[src/rtl/pll_mon_pkg.sv]
package pll_mon_pkg;
  localparam int NUM_LANES = 2;
  localparam int LANE_TX   = 0;
  localparam int LANE_RX   = 1;

  typedef struct packed {
    logic oe;
    logic lvl;
  } drive_t;
endpackage

[src/rtl/pfd_lane.sv]
module pfd_lane #(
  parameter int WIN_CYC = 64,
  localparam int CNT_W = $clog2(WIN_CYC + 2)
) (
  input  logic clk,
  input  logic rst,
  input  logic en,
  input  logic ref_p,
  input  logic div_p,
  output pll_mon_pkg::drive_t pd,
  output logic flt
);
  localparam logic [CNT_W-1:0] CNT_WIN = CNT_W'(WIN_CYC);
  localparam logic [CNT_W-1:0] CNT_SAT = CNT_W'(WIN_CYC + 1);

  logic ref_seen, div_seen, flt_q;
  logic [CNT_W-1:0] gap_cnt;
  logic nxt_ref, nxt_div, pending, pair_done, starting, late;

  always_comb begin
    nxt_ref   = ref_seen | ref_p;
    nxt_div   = div_seen | div_p;
    pending   = ref_seen ^ div_seen;
    pair_done = nxt_ref & nxt_div;
    starting  = !ref_seen && !div_seen && (ref_p ^ div_p);
    late      = pending && !pair_done && (gap_cnt == CNT_WIN);
  end

  always_ff @(posedge clk) begin
    if (rst || !en) begin
      ref_seen <= 1'b0;
      div_seen <= 1'b0;
      gap_cnt  <= '0;
      flt_q    <= 1'b0;
    end else begin
      flt_q <= late;
      if (pair_done) begin
        ref_seen <= 1'b0;
        div_seen <= 1'b0;
        gap_cnt  <= '0;
      end else begin
        ref_seen <= nxt_ref;
        div_seen <= nxt_div;
        if (starting)
          gap_cnt <= CNT_W'(1);
        else if (pending && gap_cnt != CNT_SAT)
          gap_cnt <= gap_cnt + 1'b1;
      end
    end
  end

  assign pd.oe  = ref_seen | div_seen;
  assign pd.lvl = ref_seen;
  assign flt    = flt_q;

  p_ref_lead_r1: assert property (@(posedge clk) disable iff (rst)
    (en && ref_p && !div_p && !pd.oe) |=> (pd.oe && pd.lvl));
  p_div_lead_r2: assert property (@(posedge clk) disable iff (rst)
    (en && div_p && !ref_p && !pd.oe) |=> (pd.oe && !pd.lvl));
  p_pair_release_r3: assert property (@(posedge clk) disable iff (rst)
    (pd.oe && pd.lvl && div_p) |=> !pd.oe);
  p_hiz_level_r3: assert property (@(posedge clk) disable iff (rst)
    !pd.oe |-> !pd.lvl);
  p_fault_needs_pending_r4: assert property (@(posedge clk) disable iff (rst)
    $rose(flt) |-> $past(pd.oe));
  p_standby_quiet_r9: assert property (@(posedge clk) disable iff (rst)
    !en |=> (!pd.oe && !flt));
endmodule

[src/rtl/unlock_hold.sv]
module unlock_hold #(
  parameter int HOLD_REFS = 32,
  localparam int HOLD_W = $clog2(HOLD_REFS + 1)
) (
  input  logic clk,
  input  logic rst,
  input  logic flt_any,
  input  logic ref_p,
  output logic unlk_oe,
  output logic unlk_lvl
);
  localparam logic [HOLD_W-1:0] HOLD_LOAD = HOLD_W'(HOLD_REFS);

  logic active;
  logic [HOLD_W-1:0] hold_cnt;

  always_ff @(posedge clk) begin
    if (rst) begin
      active   <= 1'b0;
      hold_cnt <= '0;
    end else if (flt_any) begin
      active   <= 1'b1;
      hold_cnt <= HOLD_LOAD;
    end else if (active && ref_p) begin
      if (hold_cnt == HOLD_W'(1)) begin
        active   <= 1'b0;
        hold_cnt <= '0;
      end else begin
        hold_cnt <= hold_cnt - 1'b1;
      end
    end
  end

  assign unlk_oe  = active;
  assign unlk_lvl = active;

  p_fault_sets_r5: assert property (@(posedge clk) disable iff (rst)
    flt_any |=> unlk_oe);
  p_float_level_r5: assert property (@(posedge clk) disable iff (rst)
    unlk_oe == unlk_lvl);
  p_release_on_ref_r6: assert property (@(posedge clk) disable iff (rst)
    $fell(unlk_oe) |-> ($past(ref_p) && !$past(flt_any)));
endmodule

[src/rtl/dual_pfd_lockmon.sv]
module dual_pfd_lockmon #(
  parameter int WIN_CYC   = 64,
  parameter int HOLD_REFS = 32
) (
  input  logic clk,
  input  logic rst,
  input  logic ref_stb,
  input  logic tx_en,
  input  logic tx_div_stb,
  input  logic rx_div_stb,
  output logic tx_pd_oe,
  output logic tx_pd_lvl,
  output logic rx_pd_oe,
  output logic rx_pd_lvl,
  output logic unlk_oe,
  output logic unlk_lvl
);
  import pll_mon_pkg::*;

  logic   [NUM_LANES-1:0] lane_en;
  logic   [NUM_LANES-1:0] lane_div;
  logic   [NUM_LANES-1:0] lane_flt;
  drive_t                 lane_pd [NUM_LANES];

  assign lane_en[LANE_TX]  = tx_en;
  assign lane_en[LANE_RX]  = 1'b1;
  assign lane_div[LANE_TX] = tx_div_stb;
  assign lane_div[LANE_RX] = rx_div_stb;

  for (genvar g = 0; g < NUM_LANES; g++) begin : g_lane
    pfd_lane #(.WIN_CYC(WIN_CYC)) u_lane (
      .clk  (clk),
      .rst  (rst),
      .en   (lane_en[g]),
      .ref_p(ref_stb),
      .div_p(lane_div[g]),
      .pd   (lane_pd[g]),
      .flt  (lane_flt[g])
    );
  end

  unlock_hold #(.HOLD_REFS(HOLD_REFS)) u_hold (
    .clk     (clk),
    .rst     (rst),
    .flt_any (|lane_flt),
    .ref_p   (ref_stb),
    .unlk_oe (unlk_oe),
    .unlk_lvl(unlk_lvl)
  );

  assign tx_pd_oe  = lane_pd[LANE_TX].oe;
  assign tx_pd_lvl = lane_pd[LANE_TX].lvl;
  assign rx_pd_oe  = lane_pd[LANE_RX].oe;
  assign rx_pd_lvl = lane_pd[LANE_RX].lvl;

  p_either_lane_r8: assert property (@(posedge clk) disable iff (rst)
    (lane_flt[LANE_TX] || lane_flt[LANE_RX]) |=> unlk_oe);
  p_rx_free_of_standby_r9: assert property (@(posedge clk) disable iff (rst)
    (!tx_en && !rx_pd_oe && ref_stb && !rx_div_stb) |=> (rx_pd_oe && rx_pd_lvl));
endmodule

[config.mk]
export PLATFORM = sky130hd
export DESIGN_NAME = dual_pfd_lockmon
export DESIGN_NICKNAME = d
export VERILOG_FILES = /design/src/rtl/pll_mon_pkg.sv /design/src/rtl/pfd_lane.sv /design/src/rtl/unlock_hold.sv /design/src/rtl/dual_pfd_lockmon.sv
export SDC_FILE = /design/constraint.sdc
export NUM_CORES = 1
export LEC_CHECK = 0
export ABC_AREA = 1
export BUFFER_PORTS_ARGS = -buffer_cell sky130_fd_sc_hd__clkbuf_2
export CAP_MARGIN = 10
export CORE_MARGIN = 10
export CORE_UTILIZATION = 53
export DETAILED_ROUTE_END_ITERATION = 8
export MAX_ROUTING_LAYER = met4
export PLACE_DENSITY = 0.71
export SYNTH_ARGS = -nofsm -noshare
export SYNTH_HDL_FRONTEND = slang
export SYNTH_SLANG_ARGS = --single-unit
[constraint.sdc]
create_clock -name clk -period 1.3 [get_ports clk]
set_clock_uncertainty 0.2 [all_clocks]
set_input_delay 0.325 -clock clk [delete_from_list [all_inputs] [get_ports clk]]
set_output_delay 0.325 -clock clk [all_outputs]
set_load 0.01 [all_outputs]
==> summary.md, run 1 <==
| Metric | Value |
|---|---|
| Initial Util | 54.8% |
| Count of buffer and inverter cells on the critical path | 3 |
| Source-to-sink clock delay at the later pin of the worst-skew pair | 0.34 ns |
| Power spent charging and discharging nets | 573 µW |
| Hold/Removal Path Class | primary input to flop |
| Detailed router's first-iteration violation count | around 120 |
| Buffer type at the clock tree root | clkbuf_4 |
| Tightest Pin Transition | 0.365 ns |
| Post-Syn Instances | 230 |
| Post-route fraction of the period consumed by the critical path | 124% |
| Largest driver fanout on the critical path | 2 |
| Clock slew at reported path FFs | ~0.17 ns |
| Static leakage power | 0.00116 µW |
| Cell types occupying the most area after synthesis | dfxtp_1 33%, nand2_1 10%, inv_1 8.4% |
| Num CTS Buffers | 3 |
| Critical Path RT | 0.77 ns |
| Total Die Area | 5740 µm² |
| Detailed placer's ending HPWL | 2.62 mm |
| Residual DRC count | 0 |
| CTS sink count | 27 |
| Clock power frac | 22.6% |
| All-Layer GR Usage | 17.7% |
| Max-cap violation count | 0 |
| Clk buf depth | 2 |
| Setup total negative slack | -4.12 ns |
| Proportion of layout cells with a drive suffix above 1 | a little under two thirds |
| Run status | finished with violations |
| Grt total ovfl | 0 |
| Final WL | just over 6 mm |
| Wire per inst | approximately 19 µm |
| Netlist area before placement | 1650 µm² |
| Area grow syn2layout | 65.0% |
| Diode insertion count for antenna repair | 0 |
| Final-report max-slew violation count | 0 |
| Most frequent CP cell | inv_2 |
| IR Drop Worst-Case VDD | 0.574 mV |
| First-pass detailed-route iteration total | 4 |
| Post-layout nets | 308 |
| Sw Share | 32.7% |
| Post-placement worst setup slack | -0.166 ns |
| RD Place Congestion | 0.884 |
| Antenna violations before repair | 0 |
| Total power density per cell area | ~650 nW/µm² |
| Cell depth of the worst hold path | 3 |
| Net Count, Synth | 246 |
| Worst setup path category | flop to output port |
| Ports | 12 |
| Kind of end point of the critical path | output port |
| CTS HTree Levels | 1 |
| Flop pwr share | 48.8% |
| Minimum clock period after layout | around 1.6 ns |
| Failing checks | negative setup slack |
| Post-route setup slack | -0.309 ns |
| Port Buf Inserts | 11 |
| Number of unique standard cell types used by synthesis | 29 |
| Pin count of the biggest net entering global routing | 15 |
| Dominant cell type by area after synthesis | dfxtp_1 |
| Number of setup violations in the final report | 28 |
| First-pass GRT wire length | 7.87 mm |
| Count of cell instances traversed by the critical path | 4 |
| Final design area excluding fillers | 2720 µm² |
| Highest attainable clock frequency | about 0.62 GHz |
| Number of antenna-violating nets in the routed design | 0 |
| Hold Violations, Final | 0 |
| CTS tree | yes |
| Critical Path Slowest Stage Cell | dfxtp_4 |
| Via count of the first global-routing pass | 1768 |
| Area after DPL | 1990 µm² |
| Cell family with the largest share of critical-path delay | flip-flops |
| Average instance area after synthesis | roughly 7.2 µm² |
| Fraction of post-synthesis cell area in the top cell type by area | between 30% and 40% |
| Area inside the core boundary | 3000 µm² |
| Post-layout util | slightly above 90% |
| Post-detailed-route via-to-cell ratio | 5.55 |
| Row count | 20 |
| Synth warn | 0 |
| Cell internal pwr | 1180 µW |
| Chain of cells forming the critical path | inv_2 -> ha_4 -> inv_2 -> buf_6 |
| Kind of start point of the critical path | flop |
| Y dimension of the die | approximately 76 µm |
| Slew HR | 75.7% |
| Worst stage delay on the critical path | about 0.40 ns |
| Sequential element share of the synthesized area | 32.8% |
| Setup repair after global routing missed its margin | yes |
| Part of the power in combinational logic | 28.7% |
| Worst r2r path cells | 9 |
| Flops & latches, synth | 27 |
| DIE WIDTH | 75.7 µm |
| CP Data Arrival Time | 1.08 ns |
| Total via count after detailed routing | 1799 |
-- flip-flops by register name (all words and copies together) (netlist names) --
name	flops
g_lane.u_lane.div_seen	2
g_lane.u_lane.ref_seen	2
u_hold.hold_cnt	6
g_lane.u_lane.flt	2
u_hold.unlk_lvl	1
g_lane.u_lane.gap_cnt	14
-- worst reg2reg max path, delay by kind of cell, from the launching register on --
kind | cells | cell delay, ns
fa+ha+maj | 1 | 0.15
buf+inv | 3 | 0.25
flops | 1 | 0.42
simple gates | 5 | 0.43
-- cell usage in the layout (no fill, tap or decap), drive strengths merged, types with 8 or more instances in the layout --
| cell | instances |
|---|---|
| buf | 55 |
| nand2 | 55 |
| inv | 47 |
| dfxtp | 27 |
| nor2 | 26 |
| nand3 | 20 |
| a21oi | 12 |
| ha | 10 |
| clkbuf | 9 |
| o21ai | 8 |
-- power groups by stage --
stage / logic, µW / registers (µW) / clock network, µW
after floorplan: 178 / 875 / 0
after global placement: 274 / 873 / 0
after detailed placement: 276 / 874 / 0
after CTS: 388 / 857 / 392
after global routing: 526 / 858 / 432
final: 503 / 856 / 396
-- timing repair --
action	in CTS	in global routing
hold endpoints to repair	2	0
pin swaps	26	26
buffers inserted	12	9
hold buffers	1	0
endpoints found under the setup margin	29	33
resized for setup	78	71
-- cell type report --
type	instances	area (µm²)
multi-input combinational	151	1310
timing repair buffer	61	556
clock buffer	4	26.3
sequential	27	576
tap	33	41.3
inverter	48	205
fill	119	285
-- worst paths after layout --
| path | startpoint | end | slack, ns |
|---|---|---|---|
| max | g_lane[0].u_lane.ref_seen | tx_pd_oe | -0.31 |
| max reg2reg | g_lane[1].u_lane.gap_cnt[1] | g_lane[1].u_lane.gap_cnt[6] | -0.22 |
| min | tx_div_stb | g_lane[0].u_lane.div_seen | 0.02 |
| min reg2reg | u_hold.hold_cnt[0] | u_hold.hold_cnt[0] | 0.33 |
-- layer usage --
metal / global-route usage, % / wire [µm] / up-vias
li1: - / - / 847
met2: 32.1 / 3170 / 68
met5: - / 0 / -
met4: 7.84 / 259 / 0
met1: 18.5 / 2400 / 857
met3: 2.47 / 238 / 27
-- metrics by stage --
| stage | hold WS [ns] | power (µW) | cells |
|---|---|---|---|
| after floorplan | 0.194 | 1050 | 230 |
| after global placement | 0.289 | 1150 | 300 |
| after detailed placement | 0.291 | 1150 | 300 |
| after CTS | 0.0303 | 1640 | 316 |
| after global routing | 0.0316 | 1820 | 324 |
| final | 0.0227 | 1750 | 324 |
-- cells by family (layout without fill, tap and decap cells) --
logic type	Yosys count	in the layout	share of synthesized area, %
AOI/OAI and AO/OA	22	22	8.59
DFF	27	27	32.8
buffers and inverters	52	113	12.8
and+or+nand+nor	111	111	33.9
xor gates and xnor gates	8	8	4.26
adders and majority gates	10	10	7.60
-- cells in the mapped netlist --
master    count
a21oi_1       8
nor3_1        1
nor4b_1       1
inv_4         1
inv_1        37
ha_1         10
nand4_1       7
dfxtp_1      27
nand2_2       5
o21ai_2       2
xnor2_1       1
nand3_2       1
nor2_2        5
buf_4         1
buf_6         1
nand3_1      19
nand2_1      45
a21oi_2       4
nor4_1        1
inv_2         9
nand2_4       5
nor2_1       18
a211oi_1      1
o21ai_0       6
o21bai_2      1
xor2_1        7
buf_2         2
clkinv_1      1
nor2_4        3
Power figures use the tool's default switching activity.
==> run 2, diff against run 1 <==
ABC_AREA = default   (was 1)
CORE_UTILIZATION = 52   (was 53)
==> run 2 against run 1 <==
Against the previous run:
- the flow still finishes with violations (negative setup slack)
- clock power rose by 3%
- maximum frequency fell by 4.4%
- register-to-register slack got worse by 0.16 ns
==> summary.md, run 2 <==
| Metric | Value |
|---|---|
| Average instance area after synthesis | 8.69 µm² |
| IR Drop Worst-Case VDD | roughly 0.97 mV |
| Antenna violations before repair | 0 |
| Num CTS Buffers | 3 |
| Leading register cell type out of synthesis | dfxtp_1 |
| Setup total negative slack | -5.05 ns |
| Most frequent standard cell in the layout excluding fill and tap cells | buf_4 |
| Source-to-sink clock delay at the later pin of the worst-skew pair | between 0.3 and 0.4 ns |
| Pin count of the biggest net entering global routing | 17 |
| EDFF count, synth | 0 |
| Max reg flops | 14 |
| Storage cell area | 564 µm² |
| Chain of cells forming the critical path | or4b_4 -> o21ai_4 -> buf_4 -> xnor2_2 -> a21oi_2 |
| Largest driver fanout on the critical path | 3 |
| Worst Hold Margin | 0.101 ns |
| DIE WIDTH | 70.9 µm |
| Netlist area before placement | approximately 1300 µm² |
| Registers with the most flip-flops | g_lane.u_lane.gap_cnt: 14 flops, u_hold.hold_cnt: 6 flops |
| Cell depth of the worst hold path | 3 |
| Hold Path Origin | rst |
| Final WL | 4.47 mm |
| Area inside the core boundary | ~2500 µm² |
| Buffer type at the clock tree root | clkbuf_4 |
| Post-route fraction of the period consumed by the critical path | 129% |
| Max-cap violation count | 0 |
| Post-route setup slack | -0.383 ns |
| Proportion of layout cells with a drive suffix above 1 | 57.8% |
| Via count of the first global-routing pass | 1350 |
| Run status | finished with violations |
| Hold endpoint | u_hold.unlk_lvl |
| Ys async rst share | 0% |
| Compound-cell area share of the yosys netlist | 8.92% |
| Placed Instances | 235 |
| Multiplexer area fraction after synthesis | 3.81% |
| Number of fill cells in the layout | 105 |
| Internal reg-to-reg setup slack | -0.38 ns |
| Setup repair after global routing missed its margin | yes |
| Number of antenna-violating nets in the routed design | 0 |
| Residual DRC count | 0 |
| Kind of start point of the critical path | flop |
| Total Die Area | 5020 µm² |
| Capture point of the worst reg-to-reg path | g_lane[1].u_lane.gap_cnt[0] |
| Cell types occupying the most area after synthesis | dfxtp_1 40%, ha_1 9.3%, nor2_1 7.2% |
| Post-placement worst setup slack | -0.290 ns |
| Y dimension of the die | 70.9 µm |
| Post-Syn Instances | 155 |
| Initial Util | 54.3% |
| Hold/Removal Path Class | primary input to flop |
| Non-filler cells, final | about 250 |
| CTS tree | yes |
| Sequential element share of the synthesized area | 40.1% |
| Largest family of logic cells by synthesized area | simple AND/OR/NAND/NOR gates |
| First-pass detailed-route iteration total | 4 |
| Row count | 18 |
| Number of setup violations in the final report | 27 |
| CP Data Arrival Time | 1.75 ns |
| Tightest Pin Transition | 0.266 ns |
| Dominant cell type by area after synthesis | dfxtp_1 |
| XOR/XNOR Fraction of Synth Area | 8.46% |
| Most instantiated cells after synthesis | 27 x dfxtp_1, 26 x nor2_1, 13 x nand2_1 |
| Total power density per cell area | 746 nW/µm² |
| First-pass GRT wire length | 5.87 mm |
| Combined area of the multi-input logic cells | just under 1000 µm² |
| CTS sink count | 27 |
| Number of unique standard cell types used by synthesis | 31 |
| Total via count after detailed routing | about 1.3k |
| Worst setup path category | flop to flop |
| Failing checks | negative setup slack |
| Detailed router's first-iteration violation count | 113 |
| Critical Path RT | 1.37 ns |
| Fraction of the mapped netlist area in adder cells | 9.29% |
| Critical Path Slowest Stage Cell | or4b_4 |
| Flops & latches, synth | 27 |
| Area grow syn2layout | 59.8% |
| Post-layout nets | 235 |
| Slew HR | 82.2% |
| Register ranked first by flip-flop count | g_lane.u_lane.gap_cnt |
| All-Layer GR Usage | 14.3% |
| Post-detailed-route via-to-cell ratio | 5.44 |
| Highest attainable clock frequency | 0.594 GHz |
| Minimum clock period after layout | 1.68 ns |
| Worst stage delay on the critical path | 0.56 ns |
| RD Place Congestion | between 0.9 and 1 |
| Ports | 12 |
| Net Count, Synth | 171 |
| Kind of end point of the critical path | flop |
| Synth warn | 0 |
| Clk buf depth | 2 |
| Detailed placer's ending HPWL | about 2.3 mm |
| Most repeated cell in the gate-level netlist after synthesis | dfxtp_1 |
| Final-report max-slew violation count | 0 |
| Clock slew at reported path FFs | between 0.15 and 0.2 ns |
| Static leakage power | 0.000897 µW |
| Leading cell types in the layout, fill and taps excluded | 44 x buf_4, 23 x nor2_1, 13 x dfxtp_2, 12 x dfxtp_1 |
| FF-to-FF Start | g_lane[1].u_lane.gap_cnt[2] |
| Worst r2r path cells | 5 |
| Synthesized-area fraction occupied by and/or/nand/nor cells | 25.1% |
| Hold Violations, Final | 0 |
| Wire per inst | 18.0 µm |
| Grt total ovfl | 0 |
| CTS HTree Levels | 1 |
| Port Buf Inserts | 11 |
| Fraction of post-synthesis cell area in the top cell type by area | 40.1% |
| Diode insertion count for antenna repair | 0 |
run 2: through the flow:
stage	power [µW]	util (%)	area, µm²
after global placement	1110	74.0	1830
after CTS	1520	80.4	1990
after detailed placement	1120	74.0	1830
final	1610	86.8	2150
after global routing	1660	86.8	2150
after floorplan	1020	-	1460
run 2: worst max path at each step:
stage               slack, ns  cells past startpoint                     endpoint                         from
floorplan               -0.26                      4  g_lane[1].u_lane.gap_cnt[1]  g_lane[1].u_lane.gap_cnt[2]
global placement        -0.27                      4  g_lane[1].u_lane.gap_cnt[1]  g_lane[1].u_lane.gap_cnt[2]
CTS                     -0.31                      4  g_lane[1].u_lane.gap_cnt[1]  g_lane[1].u_lane.gap_cnt[2]
detailed placement      -0.29                      4  g_lane[0].u_lane.gap_cnt[1]  g_lane[0].u_lane.gap_cnt[4]
global route            -0.41                      5  g_lane[1].u_lane.gap_cnt[0]  g_lane[1].u_lane.gap_cnt[2]
finish                  -0.38                      5  g_lane[1].u_lane.gap_cnt[0]  g_lane[1].u_lane.gap_cnt[2]
run 2: area by class of cell:
class / instances / share of cell area, %
multi-input cells: 114 / 45.4
clock buffers: 3 / 1.05
inverters: 12 / 2.33
repair buffers: 61 / 23.0
clock inverters: 1 / 0.291
well taps: 30 / 1.75
flip-flops and latches: 27 / 26.2
run 2: worst max-delay path, delay by kind of cell (launching register included):
family	cells	cell delay, ns
AOI/OAI and AO/OA	2	0.23
xor gates and xnor gates	1	0.11
buffers and inverters	1	0.14
DFF	1	0.36
and+or+nand+nor	1	0.56
run 2: cells by family (layout without fill, tap and decap cells):
kind of cell / Yosys count / after routing
compound gates: 18 / 18
fa+ha+maj: 10 / 10
buf+inv: 14 / 77
simple gates: 68 / 68
mux: 5 / 5
flops: 27 / 27
xor+xnor: 13 / 13
run 2: where the power goes:
group / leakage [µW] / internal, µW / switching, µW
sequential: 0.000226 / 840 / 12.4
clock: 0.0000183 / 121 / 287
combinational: 0.000653 / 174 / 171
run 2: routing by layer:
| metal | up-vias | global-route usage [%] | wire length, µm |
|---|---|---|---|
| met4 | 0 | 6.24 | 102 |
| li1 | 645 | - | - |
| met3 | 8 | 3.77 | 182 |
| met2 | 38 | 24.2 | 2460 |
| met5 | - | - | 0 |
| met1 | 657 | 15.4 | 1720 |
run 2: what timing repair did:
item / CTS / global route
setup buffers: 4 / 5
hold buffers: 0 / 0
pin swaps: 20 / 16
gates resized for setup: 30 / 31
endpoints found under the setup margin: 29 / 31
==> run 3, diff against run 2 <==
CORE_UTILIZATION = 62   (was 52)
PLACE_DENSITY = 0.8   (was 0.71)
clock period = 2 ns   (was 1.3 ns; I/O delays follow)
==> run 3 against run 2 <==
Against the previous run:
- the run now ends clean
- power shrank 44%
- final cell count shrank 20%
- worst setup slack gained 0.52 ns
- clock power shrank 43%
- worst hold slack gained 0.12 ns
- register-to-register slack gained 0.70 ns
- non-clock buffer count shrank 47
- first-iteration DRC count shrank 50%
- final area shrank 32%
- count of clock-buffer cells in the layout grew 1
- global-route usage shrank 2.0 points
- largest cell class unchanged
==> summary.md, run 3 (synthesized netlist as in run 2, its figures left out) <==
| Metric | Value |
|---|---|
| Cell internal pwr | 674 µW |
| Slew HR | 76.2% |
| Run status | finished, final reports clean |
| Residual DRC count | 0 |
| Wire per inst | approximately 12 µm |
| Register ranked first by flip-flop count | g_lane.u_lane.gap_cnt |
| Sw Share | 25.5% |
| CTS sink count | 27 |
| Max-cap violation count | 0 |
| Num CTS Buffers | 3 |
| Max reg flops | 14 |
| Number of antenna-violating nets in the routed design | 0 |
| Largest driver fanout on the critical path | 3 |
| Flop pwr share | 61.6% |
| Detailed placer's ending HPWL | 1.93 mm |
| Leading cell types in the layout, fill and taps excluded | 27 x dfxtp_1, 26 x nor2_1, 13 x nand2_1, 12 x inv_1, 11 x clkbuf_2 |
| Tightest Pin Transition | 0.356 ns |
| Worst setup path category | flop to output port |
| Via count of the first global-routing pass | 1047 |
| All-Layer GR Usage | 12.3% |
| Pin count of the biggest net entering global routing | 15 |
| Placed Instances | 194 |
| Worst Hold Margin | approximately 0.22 ns |
| Buffer type at the clock tree root | clkbuf_4 |
| Registers with the most flip-flops | g_lane.u_lane.gap_cnt: 14 flops, u_hold.hold_cnt: 6 flops |
| Ports | 12 |
| Power spent charging and discharging nets | 231 µW |
| Hold-fix buffer count after cts | 0 |
| CTS HTree Levels | 1 |
| Post-detailed-route via-to-cell ratio | 5.44 |
| Source-to-sink clock delay at the later pin of the worst-skew pair | 0.32 ns |
| Pwr Total | about 900 µW |
| Area inside the core boundary | 2020 µm² |
| Port Buf Inserts | 11 |
| Kind of start point of the critical path | flop |
| Total power density per cell area | 615 nW/µm² |
| Proportion of layout cells with a drive suffix above 1 | 14.0% |
| Hold Violations, Final | 0 |
| Hold/Removal Path Class | primary input to flop |
| Most frequent standard cell in the layout excluding fill and tap cells | dfxtp_1 |
| Static leakage power | ~0.0006 µW |
| Grt total ovfl | 0 |
| Area grow syn2layout | 9.29% |
| Met1 Usage GRT | a little over an eighth |
| Y dimension of the die | 66.6 µm |
| Clk buf depth | 2 |
| Total setup buffers inserted after CTS | 0 |
| Final WL | 2.42 mm |
| Post-layout nets | 188 |
| Kind of end point of the critical path | output port |
| Total via count after detailed routing | 1077 |
| Critical Path RT | around 1.3 ns |
| PostCTS Resize Cnt | 0 |
| Clock power frac | 25.5% |
| GR Layer Usage met3 | under 10% |
| CTS tree | yes |
| Internal reg-to-reg setup slack | 0.32 ns |
| Setup total negative slack | 0 ns |
| First-pass detailed-route iteration total | 4 |
| Row count | 16 |
| Post-route fraction of the period consumed by the critical path | 93.4% |
| Setup repair after global routing missed its margin | no |
| Clock slew at reported path FFs | about 0.14 ns |
| Combined area of the multi-input logic cells | between 700 and 800 µm² |
| Initial Util | about 67% |
| Met2 Use GR | 21.1% |
| RD Place Congestion | 0.829 |
| Number of setup violations in the final report | 0 |
| DIE WIDTH | 66.6 µm |
| Antenna violations before repair | 0 |
| Diode insertion count for antenna repair | 0 |
| Detailed router's first-iteration violation count | 56 |
| CP Data Arrival Time | 1.17 ns |
| Non-filler cells, final | 198 |
| Storage cell area | 541 µm² |
| Final-report max-slew violation count | 0 |
| IR Drop Worst-Case VDD | 0.440 mV |
| First-pass GRT wire length | about 4.3 mm |
| Total Die Area | 4440 µm² |
| Minimum clock period after layout | approximately 1.9 ns |
| Highest attainable clock frequency | 0.535 GHz |
| Part of the power in combinational logic | 12.9% |
| Number of fill cells in the layout | 178 |
| Highest-utilization routing layer at the global route stage | met2 |
==> run 3: cell count changes in the layout (fill, tap and decap cells not counted), sizes merged <==
| cell | previous run | this run |
|---|---|---|
| inv | 13 | 12 |
| clkbuf | 8 | 15 |
| buf | 56 | 3 |
==> run 3: metal layers <==
layer	wire length, µm	part of all wire, %
met5	0	0
met4	19	0.78
met3	123	5.1
met2	1210	50
met1	1070	44
==> run 3: path summary, 6_finish.rpt <==
| kind | depth (start not counted) | end | start |
|---|---|---|---|
| worst max-delay path | 4 | rx_pd_oe | g_lane[1].u_lane.ref_seen |
| worst min-delay path | 2 | u_hold.hold_cnt[5] | rst |
| worst max register to register | 4 | g_lane[1].u_lane.gap_cnt[1] | g_lane[1].u_lane.gap_cnt[2] |
| worst min register to register | 1 | g_lane[1].u_lane.flt | g_lane[1].u_lane.gap_cnt[5] |
==> run 3: power by group through the flow <==
stage | Combinational, µW | Clock, µW | Sequential [µW]
2_1_floorplan | 81.2 | 0 | 568
3_3_place_gp | 113 | 0 | 568
3_5_place_dp | 117 | 0 | 569
4_1_cts | 118 | 237 | 558
5_1_grt | 133 | 256 | 560
6_report | 116 | 231 | 558
==> run 3: layout make-up <==
class	count	share of cell area [%]
Sequential cell	27	36.7
Multi-Input combinational cell	114	50.9
Clock buffer	4	1.79
Inverter	12	3.06
Tap cell	27	2.30
Timing Repair Buffer	14	5.27
==> run 3: worst max-delay path, stage by stage (launching register included) <==
cell	delay [ns]
dfxtp_1	0.38
inv_1	0.05
ha_1	0.22
inv_1	0.07
clkbuf_2	0.13
==> run 3: per-stage QoR <==
stage          utilization, %  cell area, µm²  setup WS (ns)
2_1_floorplan               -            1350          0.308
3_3_place_gp             71.5            1450          0.270
3_5_place_dp             71.5            1450          0.243
4_1_cts                  72.8            1470          0.111
5_1_grt                  72.8            1470        0.00653
6_report                 72.8            1470          0.132
